### src/rtl/burst_seq_pkg.sv
package burst_seq_pkg;

    localparam int OFS_W = 5;

    typedef enum logic [1:0] {
        ST_IDLE = 2'd0,
        ST_LAT  = 2'd1,
        ST_BEAT = 2'd2
    } seq_st_e;

    typedef enum logic [1:0] {
        WRAP_4  = 2'd0,
        WRAP_8  = 2'd1,
        WRAP_16 = 2'd2,
        WRAP_32 = 2'd3
    } wrap_e;

    typedef struct packed {
        wrap_e wrap;
        logic  ilv;
        logic  beat2;
        logic  sel_adv;
    } burst_cfg_t;

    function automatic logic [OFS_W-1:0] wrap_mask(input wrap_e w);
        logic [OFS_W:0] span;
        span = (OFS_W+1)'(1) << (int'(w) + 2);
        return OFS_W'(span - (OFS_W+1)'(1));
    endfunction

    function automatic logic ilv_legal(input wrap_e w, input logic bus16);
        return (w == WRAP_4) && bus16;
    endfunction

    function automatic logic [OFS_W-1:0] beat_ofs(
        input logic [OFS_W-1:0] s,
        input logic [OFS_W-1:0] k,
        input logic             ilv,
        input logic [OFS_W-1:0] mask
    );
        logic [OFS_W-1:0] raw;
        raw = ilv ? (s ^ k) : (s + k);
        return raw & mask;
    endfunction

endpackage

### src/rtl/burst_start_reg.sv
module burst_start_reg
    import burst_seq_pkg::*;
#(
    parameter int ADDR_W = 16
) (
    input  logic              clk,
    input  logic              rst,
    input  logic              load,
    input  logic [ADDR_W-1:0] start_in,
    input  logic [1:0]        wrap_in,
    input  logic              ilv_in,
    input  logic              bus16_in,
    input  logic              beat2_in,
    input  logic              sel_adv_in,
    output logic [ADDR_W-1:0] start_q,
    output burst_cfg_t        cfg_q
);

    burst_cfg_t cfg_d;

    always_comb begin
        cfg_d.wrap    = wrap_e'(wrap_in);
        cfg_d.ilv     = ilv_in && ilv_legal(wrap_e'(wrap_in), bus16_in);
        cfg_d.beat2   = beat2_in;
        cfg_d.sel_adv = sel_adv_in;
    end

    always_ff @(posedge clk) begin
        if (rst) begin
            start_q <= '0;
            cfg_q   <= '{wrap: WRAP_4, ilv: 1'b0, beat2: 1'b0, sel_adv: 1'b0};
        end else if (load) begin
            start_q <= start_in;
            cfg_q   <= cfg_d;
        end
    end

endmodule

### src/rtl/burst_timing_ctl.sv
module burst_timing_ctl
    import burst_seq_pkg::*;
#(
    parameter int LAT_A  = 4,
    parameter int LAT_B  = 5,
    parameter int BEAT_A = 1,
    parameter int BEAT_B = 2
) (
    input  logic clk,
    input  logic rst,
    input  logic load,
    input  logic lat_long,
    input  logic beat_long,
    input  logic pause,
    output logic adv,
    output logic in_beat,
    output logic beat_valid
);

    localparam int CNT_W = $clog2(LAT_B);
    localparam int PH_W  = $clog2(BEAT_B + 1);
    localparam logic [CNT_W-1:0] CNT_A = CNT_W'(LAT_A - 3);
    localparam logic [CNT_W-1:0] CNT_B = CNT_W'(LAT_B - 3);
    localparam logic [PH_W-1:0]  PH_A  = PH_W'(BEAT_A - 1);
    localparam logic [PH_W-1:0]  PH_B  = PH_W'(BEAT_B - 1);

    seq_st_e          st_q;
    logic [CNT_W-1:0] cnt_q;
    logic [PH_W-1:0]  ph_q;
    logic [PH_W-1:0]  ph_last;

    assign ph_last = beat_long ? PH_B : PH_A;
    assign in_beat = (st_q == ST_BEAT);
    assign adv     = in_beat && !pause && (ph_q == ph_last);

    always_ff @(posedge clk) begin
        if (rst) begin
            st_q       <= ST_IDLE;
            cnt_q      <= '0;
            ph_q       <= '0;
            beat_valid <= 1'b0;
        end else if (load) begin
            st_q       <= ST_LAT;
            cnt_q      <= lat_long ? CNT_B : CNT_A;
            ph_q       <= '0;
            beat_valid <= 1'b0;
        end else begin
            unique case (st_q)
                ST_LAT: begin
                    if (cnt_q == '0) begin
                        st_q       <= ST_BEAT;
                        ph_q       <= '0;
                        beat_valid <= 1'b1;
                    end else begin
                        cnt_q      <= cnt_q - CNT_W'(1);
                        beat_valid <= 1'b0;
                    end
                end
                ST_BEAT: begin
                    beat_valid <= adv;
                    if (!pause) begin
                        ph_q <= (ph_q == ph_last) ? '0 : ph_q + PH_W'(1);
                    end
                end
                default: begin
                    beat_valid <= 1'b0;
                end
            endcase
        end
    end

endmodule

### src/rtl/burst_order_gen.sv
module burst_order_gen
    import burst_seq_pkg::*;
#(
    parameter int ADDR_W = 16
) (
    input  logic              clk,
    input  logic              rst,
    input  logic              load,
    input  logic              adv,
    input  logic [ADDR_W-1:0] start_q,
    input  burst_cfg_t        cfg_q,
    output logic [ADDR_W-1:0] arr_addr
);

    logic [OFS_W-1:0] k_q;
    logic [OFS_W-1:0] mask;
    logic [OFS_W-1:0] ofs;

    always_ff @(posedge clk) begin
        if (rst || load) begin
            k_q <= '0;
        end else if (adv) begin
            k_q <= k_q + OFS_W'(1);
        end
    end

    always_comb begin
        mask     = wrap_mask(cfg_q.wrap);
        ofs      = beat_ofs(start_q[OFS_W-1:0], k_q, cfg_q.ilv, mask);
        arr_addr = {start_q[ADDR_W-1:OFS_W], (start_q[OFS_W-1:0] & ~mask) | ofs};
    end

endmodule

### src/rtl/burst_addr_seq.sv
module burst_addr_seq
    import burst_seq_pkg::*;
#(
    parameter int ADDR_W = 16,
    parameter int LAT_A  = 4,
    parameter int LAT_B  = 5,
    parameter int BEAT_A = 1,
    parameter int BEAT_B = 2
) (
    input  logic              clk,
    input  logic              rst,
    input  logic              addr_valid,
    input  logic [ADDR_W-1:0] start_addr,
    input  logic [1:0]        cfg_wrap,
    input  logic              cfg_ilv,
    input  logic              cfg_bus16,
    input  logic              cfg_lat5,
    input  logic              cfg_beat2,
    input  logic              cfg_sel_adv,
    input  logic              adv_hold,
    input  logic              oe_n,
    output logic [ADDR_W-1:0] arr_addr,
    output logic              beat_valid
);

    logic [ADDR_W-1:0] start_q;
    burst_cfg_t        cfg_q;
    logic              pause;
    logic              adv;
    logic              in_beat;

    assign pause = cfg_q.sel_adv ? adv_hold : oe_n;

    burst_start_reg #(.ADDR_W(ADDR_W)) u_start (
        .clk        (clk),
        .rst        (rst),
        .load       (addr_valid),
        .start_in   (start_addr),
        .wrap_in    (cfg_wrap),
        .ilv_in     (cfg_ilv),
        .bus16_in   (cfg_bus16),
        .beat2_in   (cfg_beat2),
        .sel_adv_in (cfg_sel_adv),
        .start_q    (start_q),
        .cfg_q      (cfg_q)
    );

    burst_timing_ctl #(
        .LAT_A (LAT_A),
        .LAT_B (LAT_B),
        .BEAT_A(BEAT_A),
        .BEAT_B(BEAT_B)
    ) u_timing (
        .clk        (clk),
        .rst        (rst),
        .load       (addr_valid),
        .lat_long   (cfg_lat5),
        .beat_long  (cfg_q.beat2),
        .pause      (pause),
        .adv        (adv),
        .in_beat    (in_beat),
        .beat_valid (beat_valid)
    );

    burst_order_gen #(.ADDR_W(ADDR_W)) u_order (
        .clk      (clk),
        .rst      (rst),
        .load     (addr_valid),
        .adv      (adv),
        .start_q  (start_q),
        .cfg_q    (cfg_q),
        .arr_addr (arr_addr)
    );

endmodule

### config.mk
export PLATFORM = sky130hd
export DESIGN_NAME = burst_addr_seq
export DESIGN_NICKNAME = d
export VERILOG_FILES = /design/src/rtl/burst_seq_pkg.sv /design/src/rtl/burst_start_reg.sv /design/src/rtl/burst_timing_ctl.sv /design/src/rtl/burst_order_gen.sv /design/src/rtl/burst_addr_seq.sv
export SDC_FILE = /design/constraint.sdc
export NUM_CORES = 1
export LEC_CHECK = 0
export ABC_AREA = 1
export BUFFER_PORTS_ARGS = -buffer_cell sky130_fd_sc_hd__buf_2
export CORE_MARGIN = 8
export CORE_UTILIZATION = 40
export DETAILED_ROUTE_END_ITERATION = 6
export SYNTH_ARGS = -nofsm -noshare
export SYNTH_HDL_FRONTEND = slang
export SYNTH_HIERARCHICAL = 1
export SYNTH_SLANG_ARGS = --single-unit
### constraint.sdc
create_clock -name clk -period 2.9 [get_ports clk]
set_clock_uncertainty 0.05 [all_clocks]
set_input_delay 0.435 -clock clk [delete_from_list [all_inputs] [get_ports clk]]
set_output_delay 0.435 -clock clk [all_outputs]
set_load 0.01 [all_outputs]
# Word level (Yosys, flattened, before mapping)
# Index checks and enable logic that the tools add are counted.
# classes
add_sub_neg	6
reduce_logical	16
eq_ne	6
n_shift	1
muxes	16
bitwise_logic	5
# op_table
cell	n
1-bit by 32-bit << shifter with 5-bit output (first input constant)	1
5-bit bitwise AND	2
3-bit 2-to-1 mux	3
2-bit 2-to-1 mux	4
1-bit 2-to-1 mux	6
2-bit AND reduction	3
2-bit nonzero test	3
5-bit by 1-bit adder with 5-bit output (second input constant)	1
5-bit adder	1
5-bit 2-to-1 mux	1
5-bit inverter	1
5-bit bitwise OR	1
5-bit by 1-bit subtractor with 5-bit output (second input constant)	1
5-bit XOR	1
1-bit logical AND	4
2-bit != test (second input constant)	2
2-bit one-hot mux with 2 select lines	1
2-bit by 2-bit adder with 3-bit output (second input constant)	1
3-bit zero test	1
3-bit AND reduction	1
3-bit by 1-bit subtractor with 3-bit output (second input constant)	1
2-bit by 1-bit adder with 2-bit output (second input constant)	1
2-bit by 1-bit equality test with 1-bit output (second input constant)	1
2-bit equality test	1
other kinds (7)	7
# totals
input_bits	28
register_bits	34

# Longest topological paths before layout
# logic_depth
depth_word	6
mapped_depth	11
ltp_nobuf	11

# Hierarchy
# The synthesis kept the hierarchy.
# modules_own_cells
mod	instances	area_per_inst_um2	cells_each
burst_start_reg	1	742.0	93
burst_order_gen	1	533.0	81
burst_timing_ctl	1	466.7	70
burst_addr_seq	1	15.0	4

# Worst setup path after synthesis
# No wires, ideal clock.
# synth_path
path_kind	register to output
startpoint	reg u_order.k_q[0]
endpoint	out arr_addr[4]
stages_incl_launch_ff	11
path_slack_ns	1.013
t_arrival_ns	1.402
t_required_ns	2.415
path_cell_list	dfxtp_1 ha_1 inv_1 fa_1 inv_1 nand2_1 nand2_1 nand3_1 nand3_1 nand2_1 nand2_1
# synth_between
elab_chain_len	4
# synth_lines
item	line_no	rtl
from (decl)	burst_order_gen.sv:15	logic [OFS_W-1:0] k_q;
from (signal assigned)	burst_order_gen.sv:23	k_q <= k_q + OFS_W'(1);
5-bit adder	burst_seq_pkg.sv:42	raw = ilv ? (s ^ k) : (s + k);
5-bit 2-to-1 mux	burst_seq_pkg.sv:42	
5-bit bitwise AND	burst_seq_pkg.sv:43	return raw & mask;
5-bit bitwise OR	burst_order_gen.sv:30	arr_addr = {start_q[ADDR_W-1:OFS_W], (start_q[OFS_W-1:0] & ~mask) | ofs};
to (decl)	burst_addr_seq.sv:22	output logic [ADDR_W-1:0] arr_addr,
# Every way passes these cells.

# Worst setup path after layout
# Ends and elaborated chain as after synthesis.

==> metrics.md <==
| Metric | Value |
|---|---|
| Distinct cells, synth | 26 |
| Post-route DRC violation count | 0 |
| Worst r2r path cells | 9 |
| CTS Sinks | 34 |
| N_diodes | 0 |
| Overflow after GRT | 0 |
| P_sw | 0.261 mW |
| Max FO, Critical Path | 5 |
| DR vias/cell | 4.59 |
| Die X | 82.3 um |
| Hold Path Stages | 3 |
| First-pass GRT wire length | 6.38 mm |
| Syn Inst Count | 248 |
| Initial antenna violation count | 0 |
| CP Data Required Time | 2.41 ns |
| Post-synth top area share | 38.7% |
| Final hold violations | 0 |
| Avg Synthesized Cell Area | 7.08 um2 |
| Fillers | 460 |
| Post-synthesis register bit count | 34 |
| Worst-Margin Slew | 0.513 ns |
| Share of post-route cells with drive strength above 1 | 23.0% |
| CTS tree | done |
| DRT iter0 DRCs | 33 |
| DIE AREA | 6770 um2 |
| Power share of the combinational group | 12.5% |
| Total CTS buffers | 5 |
| Resized cells post-CTS | 0 |
| Core area | 4290 um2 |
| Worst-skew pair later-pin latency | 0.28 ns |
| IR drop worst, VDD | 249 uV |
| Hold Crit Class | input pin to register |
| CP endpoint kind | output pin |
| Input/output buffers | 44 |
| 1st-pass router iterations | 4 |
| Max-slew violations | 0 |
| # setup viols final | 0 |
| Kind of critical path | register to output pin |
| Post-Route WL | 3.74 mm |
| H-tree depth | 2 |
| Hold Buf Count CTS | 0 |
| Total I/O pin count | 45 |
| Clk pwr share | 40.1% |
| YS warnings | 6 |
| Pwr dens | 520 nW/um2 |
| CP Data Arrival Time | 1.92 ns |
| Post-DP HPWL | 2.79 mm |
| Top post-synthesis cells by area | dfxtp_1 (39%), nand2_1 (16%), a21oi_1 (8.3%) |
| # Post-CTS Setup Buffers | 0 |
| Leak Pwr | 0.994 nW |
| Startpoint type of the worst setup path | register |
| Sequential share of the synthesized area | 38.7% |
| Maximum clock rate | 0.416 GHz |
| Final #Nets | 320 |
| Internal power | 0.795 mW |
| Synth-to-layout area growth | 15.7% |
| DR WL/cell | 11.2 um |
| Initial core utilization | 40.9% |
| GP Congestion | 0.775 |
| Deepest clock path buffer count | 2 |
| CTS Root Cell | clkbuf_8 |
| Total negative setup slack | 0 ns |
| Global-route usage over all layers | 12.0% |
| Cell area after synthesis | 1760 um2 |
| Fin area | 2030 um2 |
| Status | finished clean |
| RSZ-0062 raised after global routing | no |
| Via count | 1538 |
| Final worst path period share | 83.0% |
| Sequential share of power | 47.4% |
| Clock-pin slew on the worst setup and hold paths | 0.07 ns |
| Vias in the first global route | 1510 |
| Area after DPL | 1920 um2 |
| Post-DRT Antenna Nets | 0 |
| Max-Cap Viols | 0 |
| Max transition margin | 65.8% |
| Sw frac | 24.7% |
| Net Count, Synth | 286 |
| # rows | 24 |
| Chip height | 82.3 um |
| Largest net degree at the start of global routing | 27 |
| Synth area leader | dfxtp_1 |
| Tmin final | 2.41 ns |
worst paths after layout:
kind         slack (ns)           startpoint             endpoint
max                0.49       u_order/k_q[0]          arr_addr[4]
min                0.34          cfg_sel_adv     u_start/cfg_q[0]
min reg2reg        0.41  u_start/start_q[13]  u_start/start_q[13]
max reg2reg        1.24     u_timing/st_q[0]       u_order/k_q[4]
cell usage after synthesis, drive strengths merged:
cell type / n
nand3: 16
or2: 1
o21ai: 6
nor3: 2
a21oi: 30
nand2: 80
a211oi: 1
xnor2: 1
and2: 1
ha: 9
nand4: 1
nor2: 19
clkbuf: 2
buf: 15
fa: 1
dfxtp: 34
inv: 29
cell type report:
type / count / area (um2) / share of cell area (%)
Tap cell: 52 / 65.1 / 3.20
Timing Repair Buffer: 44 / 220 / 10.8
Multi-Input combinational cell: 168 / 848 / 41.7
Sequential cell: 34 / 681 / 33.5
Inverter: 29 / 109 / 5.36
Clock inverter: 3 / 40.0 / 1.97
Clock buffer: 5 / 68.8 / 3.39
per-layer routing:
| metal | up-vias | routed length, um | share of wire [%] | GRT usage [%] |
|---|---|---|---|---|
| li1 | 839 | - | - | - |
| met1 | 660 | 1810 | 48 | 14.1 |
| met2 | 32 | 1660 | 44 | 19.3 |
| met3 | 7 | 208 | 5.6 | 4.11 |
| met4 | 0 | 61 | 1.6 | 5.44 |
| met5 | - | 0 | 0 | 0 |
placed cells by master, fill, tap and decap left out, drive strengths merged:
master | netlist | layout
inv | 29 | 29
or2 | 1 | 1
fa | 1 | 1
clkbuf | 2 | 5
bufinv | 0 | 1
dfxtp | 34 | 34
clkinv | 0 | 2
nand4 | 1 | 1
buf | 15 | 44
and2 | 1 | 1
ha | 9 | 9
xnor2 | 1 | 1
nor3 | 2 | 2
nor2 | 19 | 19
a211oi | 1 | 1
nand3 | 16 | 16
a21oi | 30 | 30
o21ai | 6 | 6
nand2 | 80 | 80
metrics by stage:
stage	setup slack (ns)	hold slack, ns	utilization, %	total power [mW]	std cells
2_1_floorplan	1.01	0.389	-	0.608	248
3_3_place_gp	0.849	0.399	44.8	0.644	327
3_5_place_dp	0.822	0.403	44.8	0.646	327
4_1_cts	0.488	0.334	47.3	1.08	335
5_1_grt	0.275	0.341	47.3	1.11	335
6_report	0.494	0.342	47.3	1.06	335
power groups by stage:
stage	registers (mW)	logic, mW	clock network, mW
floorplan	0.509	0.0986	0
global placement	0.512	0.133	0
detailed placement	0.511	0.134	0
CTS	0.501	0.135	0.441
global route	0.504	0.152	0.459
finish	0.501	0.132	0.424
registers in the layout, indices dropped and copies added, names as in the netlist:
| register | flops |
|---|---|
| u_timing/cnt_q | 3 |
| u_start/cfg_q | 5 |
| u_timing/beat_valid | 1 |
| u_timing/st_q | 2 |
| u_order/k_q | 5 |
| u_timing/ph_q | 2 |
| u_start/start_q | 16 |
cells by family (layout without fill, tap and decap cells):
logic type,count (synthesis),after routing,share of synthesized area (%)
simple gates,120,120,29.3
buf+inv,46,81,13.0
compound gates,37,37,10.9
flops,34,34,38.7
fa+ha+maj,10,10,7.55
xor+xnor,1,1,0.499
worst max-delay path, stage by stage (launching register included):
cell and delay, ns:
dfxtp_1 0.40, ha_1 0.21, inv_1 0.06, fa_1 0.37
inv_1 0.06, nand2_1 0.04, nand2_1 0.07, nand2_1 0.05
nand2_1 0.07, nand3_1 0.07, nand2_1 0.06, nand2_1 0.04
buf_2 0.13
No activity file was read; power rests on OpenSTA's default activity.
